[config.mk]
export PLATFORM = sky130hd
export DESIGN_NAME = valley_count
export DESIGN_NICKNAME = d
export VERILOG_FILES = /design/src/rtl/valley_pkg.sv /design/src/rtl/valley_tick_gen.sv /design/src/rtl/valley_line_sel.sv /design/src/rtl/valley_flag_hold.sv /design/src/rtl/valley_count_core.sv /design/src/rtl/valley_count.sv
export SDC_FILE = /design/constraint.sdc
export NUM_CORES = 1
export LEC_CHECK = 0
export BUFFER_PORTS_ARGS = -buffer_cell sky130_fd_sc_hd__buf_4
export CELL_PAD_IN_SITES_DETAIL_PLACEMENT = 1
export CELL_PAD_IN_SITES_GLOBAL_PLACEMENT = 1
export CORE_AREA = 2 2 39 41
export CTS_CLUSTER_DIAMETER = 150
export CTS_CLUSTER_SIZE = 12
export DETAILED_ROUTE_END_ITERATION = 7
export DIE_AREA = 0 0 41 43
export PLACE_DENSITY = 0.64
export RECOVER_POWER = 50
export SLEW_MARGIN = 20
export SYNTH_ARGS = -nofsm -noshare
export SYNTH_HDL_FRONTEND = slang
export SYNTH_SLANG_ARGS = --single-unit
[constraint.sdc]
create_clock -name clk -period 2.4 [get_ports clk]
set_input_delay 0.24 -clock clk [delete_from_list [all_inputs] [get_ports clk]]
set_output_delay 0.24 -clock clk [all_outputs]
set_load 0.02 [all_outputs]
[src/rtl/valley_pkg.sv]
package valley_pkg;

   typedef enum logic [1:0] {
      STEP_HOLD = 2'd0,
      STEP_UP   = 2'd1,
      STEP_DOWN = 2'd2
   } step_e;

   // Three-way decision from the flags gathered over one period.
   function automatic step_e pick_step(input logic crossed_lo, input logic crossed_hi);
      if (!crossed_lo)
         return STEP_UP;
      else if (!crossed_hi)
         return STEP_HOLD;
      else
         return STEP_DOWN;
   endfunction

endpackage

[src/rtl/valley_tick_gen.sv]
module valley_tick_gen #(
   parameter int DIV = 0
) (
   input  logic clk,
   input  logic rst_n,
   input  logic tick_i,
   output logic tick_o
);
   generate
      if (DIV == 0) begin : g_ext
         assign tick_o = tick_i;
      end else begin : g_div
         localparam int DW = (DIV > 1) ? $clog2(DIV) : 1;
         localparam logic [DW-1:0] LAST = DW'(DIV - 1);
         logic [DW-1:0] div_q;
         logic          unused_tick;

         assign unused_tick = tick_i;
         assign tick_o      = (div_q == LAST);

         always_ff @(posedge clk) begin
            if (!rst_n)
               div_q <= '0;
            else if (div_q == LAST)
               div_q <= '0;
            else
               div_q <= div_q + 1'b1;
         end

         if (DIV > 1) begin : g_chk
            AST_DIV_GAP: assert property (@(posedge clk) disable iff (!rst_n)
               tick_o |=> !tick_o);
         end
      end
   endgenerate
endmodule

[src/rtl/valley_line_sel.sv]
module valley_line_sel (
   input  logic clk,
   input  logic rst_n,
   input  logic izc_up,
   input  logic izc_dn,
   input  logic lo_ll,
   input  logic hi_ll,
   input  logic lo_hl,
   input  logic hi_hl,
   output logic lo_sel,
   output logic hi_sel
);
   logic high_line_q;

   always_ff @(posedge clk) begin
      if (!rst_n)
         high_line_q <= 1'b0;
      else if (izc_up)
         high_line_q <= 1'b1;
      else if (izc_dn)
         high_line_q <= 1'b0;
   end

   assign lo_sel = high_line_q ? lo_hl : lo_ll;
   assign hi_sel = high_line_q ? hi_hl : hi_ll;

   AST_LINE_KEEP: assert property (@(posedge clk) disable iff (!rst_n)
      (!izc_up && !izc_dn) |=> $stable(high_line_q));
   AST_LINE_UP: assert property (@(posedge clk) disable iff (!rst_n)
      izc_up |=> high_line_q);
endmodule

[src/rtl/valley_flag_hold.sv]
module valley_flag_hold (
   input  logic clk,
   input  logic rst_n,
   input  logic clr,
   input  logic lo_in,
   input  logic hi_in,
   output logic seen_lo,
   output logic seen_hi
);
   logic lo_q, hi_q;

   always_ff @(posedge clk) begin
      if (!rst_n || clr) begin
         lo_q <= 1'b0;
         hi_q <= 1'b0;
      end else begin
         lo_q <= lo_q | lo_in;
         hi_q <= hi_q | hi_in;
      end
   end

   // The flag of the current cycle (the tick cycle itself) also counts.
   assign seen_lo = lo_q | lo_in;
   assign seen_hi = hi_q | hi_in;

   AST_STICKY_LO: assert property (@(posedge clk) disable iff (!rst_n)
      (!clr && lo_q) |=> lo_q);
   AST_CLEARED: assert property (@(posedge clk) disable iff (!rst_n)
      clr |=> (!lo_q && !hi_q));
endmodule

[src/rtl/valley_count_core.sv]
module valley_count_core
   import valley_pkg::*;
#(
   parameter int W    = 3,
   parameter int MINV = 1,
   parameter int MAXV = 7
) (
   input  logic         clk,
   input  logic         rst_n,
   input  logic         force_min,
   input  logic         tick,
   input  logic         seen_lo,
   input  logic         seen_hi,
   output logic [W-1:0] cnt_o
);
   localparam logic [W-1:0] MIN_C = W'(MINV);
   localparam logic [W-1:0] MAX_C = W'(MAXV);

   logic [W-1:0] cnt_q;
   step_e        act;

   assign act = pick_step(seen_lo, seen_hi);

   always_ff @(posedge clk) begin
      if (!rst_n || force_min)
         cnt_q <= MIN_C;
      else if (tick) begin
         unique case (act)
            STEP_UP:   if (cnt_q < MAX_C) cnt_q <= cnt_q + 1'b1;
            STEP_DOWN: if (cnt_q > MIN_C) cnt_q <= cnt_q - 1'b1;
            default:   cnt_q <= cnt_q;
         endcase
      end
   end

   assign cnt_o = cnt_q;

   AST_IN_RANGE: assert property (@(posedge clk) disable iff (!rst_n)
      (cnt_q >= MIN_C) && (cnt_q <= MAX_C));
   AST_QUIET: assert property (@(posedge clk) disable iff (!rst_n)
      (!force_min && !tick) |=> $stable(cnt_q));
   AST_NO_OVERFLOW: assert property (@(posedge clk) disable iff (!rst_n)
      (tick && !force_min && !seen_lo && cnt_q == MAX_C) |=> cnt_q == MAX_C);
   AST_HOLD: assert property (@(posedge clk) disable iff (!rst_n)
      (tick && !force_min && seen_lo && !seen_hi) |=> $stable(cnt_q));
   AST_NO_UNDERFLOW: assert property (@(posedge clk) disable iff (!rst_n)
      (tick && !force_min && seen_lo && seen_hi && cnt_q == MIN_C) |=> cnt_q == MIN_C);
   AST_FORCE_MIN: assert property (@(posedge clk) disable iff (!rst_n)
      force_min |=> cnt_q == MIN_C);
endmodule

[src/rtl/valley_count.sv]
module valley_count #(
   parameter int CNT_W    = 3,
   parameter int MIN_VAL  = 1,
   parameter int MAX_VAL  = 7,
   parameter int TICK_DIV = 0
) (
   input  logic             clk,
   input  logic             rst_n,
   input  logic             eval_tick,
   input  logic             fb_lo_low_line,
   input  logic             fb_hi_low_line,
   input  logic             fb_lo_high_line,
   input  logic             fb_hi_high_line,
   input  logic             fb_over_reset,
   input  logic             izc_over_upper,
   input  logic             izc_under_lower,
   input  logic             startup_pulse,
   input  logic             force_one,
   output logic [CNT_W-1:0] valley_num
);
   generate
      if (MIN_VAL < 1 || MIN_VAL > MAX_VAL) begin : g_bad_range
         $error("valley_count: MIN_VAL must be 1..MAX_VAL");
      end
      if (MAX_VAL >= (1 << CNT_W)) begin : g_bad_width
         $error("valley_count: CNT_W too narrow for MAX_VAL");
      end
      if (TICK_DIV < 0) begin : g_bad_div
         $error("valley_count: TICK_DIV must not be negative");
      end
   endgenerate

   logic tick, lo_sel, hi_sel, seen_lo, seen_hi, force_min, clr_flags;

   assign force_min = fb_over_reset | startup_pulse | force_one;
   assign clr_flags = tick | startup_pulse;

   valley_tick_gen #(.DIV(TICK_DIV)) u_tick (
      .clk(clk), .rst_n(rst_n), .tick_i(eval_tick), .tick_o(tick));

   valley_line_sel u_line (
      .clk(clk), .rst_n(rst_n),
      .izc_up(izc_over_upper), .izc_dn(izc_under_lower),
      .lo_ll(fb_lo_low_line), .hi_ll(fb_hi_low_line),
      .lo_hl(fb_lo_high_line), .hi_hl(fb_hi_high_line),
      .lo_sel(lo_sel), .hi_sel(hi_sel));

   valley_flag_hold u_flags (
      .clk(clk), .rst_n(rst_n), .clr(clr_flags),
      .lo_in(lo_sel), .hi_in(hi_sel),
      .seen_lo(seen_lo), .seen_hi(seen_hi));

   valley_count_core #(.W(CNT_W), .MINV(MIN_VAL), .MAXV(MAX_VAL)) u_core (
      .clk(clk), .rst_n(rst_n), .force_min(force_min), .tick(tick),
      .seen_lo(seen_lo), .seen_hi(seen_hi), .cnt_o(valley_num));

   AST_STROBE_ONE: assert property (@(posedge clk) disable iff (!rst_n)
      (startup_pulse || force_one) |=> valley_num == CNT_W'(MIN_VAL));
   AST_RESET_FLAG: assert property (@(posedge clk) disable iff (!rst_n)
      fb_over_reset |=> valley_num == CNT_W'(MIN_VAL));
endmodule

==> impl_metrics.json <==
{
  "outcome": "finished, final reports clean",
  "post-cts-setup-buffers": 0,
  "min_period_ns": 1.631,
  "crit_slowest_cell": "dfxtp_1",
  "drc": 0,
  "finalSetupViolations": 0,
  "r2r_cells": 7,
  "irDropWorstVdd_mv": 0.2952,
  "syn_area_um2": 362.8,
  "hold_class": "input pin to register",
  "ys_ff_latch": 6,
  "cp.arrival_ns": 1.73,
  "setup_ws_ns": 0.7689,
  "path_cells": "inv_1 > ha_1 > o21ba_2 > o22ai_1 > a21oi_2 > xnor2_1 > nand2_1",
  "cp_top_family": "compound AO/OA/AOI/OAI gates",
  "routedWlPerCell_um": 12.06,
  "die_w_um": 41,
  "die_area_um2": 1763,
  "regArea_um2": 120.1,
  "hold_viol": 0,
  "setup_tns_ns": 0,
  "yosys_warnings": 0,
  "gp_congestion": 0.6814,
  "port-buffer-count": 14,
  "area_delta_synth_final_pct": 38.62,
  "clkSlewWorstSetupHoldPaths_ns": 0.04,
  "worstMarginPinSlew_ns": 0.7194,
  "critPathLaunchType": "register",
  "slew_headroom": 0.5137,
  "syn_nets": 52,
  "clk-insertion-delay-late_ns": 0.24,
  "ys_types": 23,
  "dp_hpwl_um": 689.1,
  "syn-mean-instance-area_um2": 9.807,
  "drv_slew": 0,
  "drt_pass1_iterations": 2,
  "preCtsSetupSlack_ns": 0.7575,
  "post_drt_via_cell_ratio": 4.786,
  "drive_above_1_share": 0.3889,
  "critical_path_class": "register to register",
  "endpoint_kind": "register",
  "syn_inst": 37,
  "cts_made_buffers": 3,
  "hold_path.startpoint": "izc_over_upper",
  "grt_use_total": 0.1147,
  "grt_max_degree": 8,
  "hold_end": "u_line.high_line_q$_SDFFE_PN0P_",
  "cts_root_buf": "clkbuf_4",
  "fin_crit_sh": 0.6796,
  "drtIter0Drc": 2,
  "cts_resized": 0,
  "rsz0062_at_grt": "no",
  "cts-htree-levels": 1,
  "rrSetupSlack_ns": 0.77,
  "cp.required_ns": 2.50,
  "r2r_end": "u_core.cnt_o[0]$_SDFFE_PP1P_",
  "ios": 15,
  "fillers": 167,
  "die_y_um": 43,
  "clockBufferDepth": 2,
  "num_antenna_cells": 0,
  "leakage_nw": 0.2346,
  "r2r_start": "u_core.cnt_o[1]$_SDFFE_PP0P_",
  "core_um2": 1384,
  "multi_input_area_um2": 235.2,
  "grt_pass1_wl_um": 1338,
  "critPathMaxStageDelay_ns": 0.43,
  "antenna_found_initial": 0,
  "num-nets-final": 71,
  "max_cap_violations": 0,
  "worstHoldPathCells": 2,
  "p_per_area_nw_per_um2": 470.2,
  "drtAntennaViolNets": 0,
  "grt_pass1_vias": 364,
  "synth-seq-area-share": 0.3310,
  "start_util": 0.2622,
  "fmax_ghz": 0.6131,
  "cts_tree": "done",
  "wl_um": 844,
  "skew_ns": 0.0003642,
  "cts_sinks": 6,
  "cp.buffers_inverters": 1,
  "overflow": 0,
  "cp_max_fo": 6,
  "route.vias.total": 335,
  "hold_buffers": 0,
  "rows": 14
}
## worst reg2reg max path: stages, from the launching register on
cell and delay (ns):
dfxtp_1 0.43, inv_1 0.09, ha_1 0.17, o21ba_2 0.22, o22ai_1 0.09, a21oi_2 0.27
xnor2_1 0.16, nand2_1 0.06
## cell families (layout without fill, tap and decap cells)
| kind of cell | count (synthesis) | count (layout) | synth area share |
|---|---|---|---|
| and+or+nand+nor | 13 | 13 | 0.2000 |
| buffers and inverters | 2 | 19 | 0.02070 |
| xor gates and xnor gates | 2 | 2 | 0.04828 |
| muxes | 3 | 3 | 0.1034 |
| adders and majority gates | 3 | 3 | 0.1035 |
| DFF | 6 | 6 | 0.3310 |
| AOI/OAI and AO/OA | 8 | 8 | 0.1931 |
## power breakdown
part	leakage, nW	switching (mW)	internal [mW]	total [mW]
clock network	0.0138	0.0351	0.0565	0.0916
logic	0.172	0.0149	0.0243	0.0392
registers	0.0489	0.00299	0.103	0.106
## flip-flops by register name (all words and copies together), names as in the netlist
signal and count:
u_flags.lo_q 1, u_line.high_line_q 1, u_flags.hi_q 1, u_core.cnt_o 3
## final cells by class
cell class	count	share of cell area
Tap cell	16	0.03980
Timing Repair Buffer	14	0.1940
Inverter	2	0.01493
Sequential cell	6	0.2388
Clock buffer	3	0.04478
Multi-Input combinational cell	29	0.4677
## cell usage after synthesis
| cell type | number | area share |
|---|---|---|
| a21oi_2 | 1 | 0.024 |
| or2_1 | 1 | 0.017 |
| dfxtp_1 | 6 | 0.33 |
| o31ai_1 | 1 | 0.021 |
| xor2_1 | 1 | 0.024 |
| o21ba_2 | 1 | 0.028 |
| nand2_1 | 4 | 0.041 |
| o21a_1 | 1 | 0.021 |
| or3b_2 | 1 | 0.024 |
| o211a_1 | 1 | 0.028 |
| mux2_2 | 2 | 0.062 |
| xnor2_1 | 1 | 0.024 |
| o22ai_2 | 1 | 0.034 |
| nand3_1 | 1 | 0.014 |
| nand4b_1 | 1 | 0.024 |
| nor2b_1 | 2 | 0.034 |
| ha_1 | 3 | 0.10 |
| nor4b_1 | 1 | 0.024 |
| o22ai_1 | 1 | 0.017 |
| inv_1 | 2 | 0.021 |
| a21o_1 | 1 | 0.021 |
| mux2_4 | 1 | 0.041 |
| nor2_1 | 2 | 0.021 |
## how the worst max path moves through the flow
| stage | depth (start not counted) | to | startpoint |
|---|---|---|---|
| after global placement | 7 | u_core.cnt_o[0]$_SDFFE_PP1P_ | u_core.cnt_o[1]$_SDFFE_PP0P_ |
| final | 7 | u_core.cnt_o[0]$_SDFFE_PP1P_ | u_core.cnt_o[1]$_SDFFE_PP0P_ |
| after global routing | 7 | u_core.cnt_o[0]$_SDFFE_PP1P_ | u_core.cnt_o[1]$_SDFFE_PP0P_ |
| after floorplan | 7 | u_core.cnt_o[0]$_SDFFE_PP1P_ | u_core.cnt_o[1]$_SDFFE_PP0P_ |
| after detailed placement | 7 | u_core.cnt_o[0]$_SDFFE_PP1P_ | u_core.cnt_o[1]$_SDFFE_PP0P_ |
| after CTS | 7 | u_core.cnt_o[0]$_SDFFE_PP1P_ | u_core.cnt_o[1]$_SDFFE_PP0P_ |
## placed cells by master (no fill, tap or decap), types with 2 or more instances in the layout
cell type | synthesis | final
buf_4 | 0 | 12
clkbuf_1 | 0 | 2
clkbuf_4 | 0 | 3
dfxtp_1 | 6 | 6
ha_1 | 3 | 3
inv_1 | 2 | 2
nand2_1 | 4 | 4
nor2_1 | 2 | 2
nor2b_1 | 2 | 2
## routing by layer
| layer | global-route usage | up-vias | part of all wire |
|---|---|---|---|
| met2 | 0.2031 | 13 | 0.49 |
| li1 | - | 165 | - |
| met1 | 0.1003 | 157 | 0.41 |
| met3 | 0.06283 | 0 | 0.095 |
| met4 | 0.04000 | 0 | 0 |
| met5 | 0 | - | 0 |
## per-stage QoR
step / hold slack, ns / total power [mW] / instances / utilization / area (µm²)
after global placement: 0.4575 / 0.1470 / 67 / 0.3526 / 488.0
after global routing: 0.2009 / 0.2494 / 70 / 0.3635 / 503.0
after CTS: 0.2013 / 0.2433 / 70 / 0.3689 / 510.5
final: 0.2075 / 0.2365 / 70 / 0.3635 / 503.0
after floorplan: 0.3575 / 0.1287 / 37 / - / 362.8
after detailed placement: 0.4585 / 0.1480 / 67 / 0.3526 / 488.0
No activity file was read; power rests on OpenSTA's default activity.
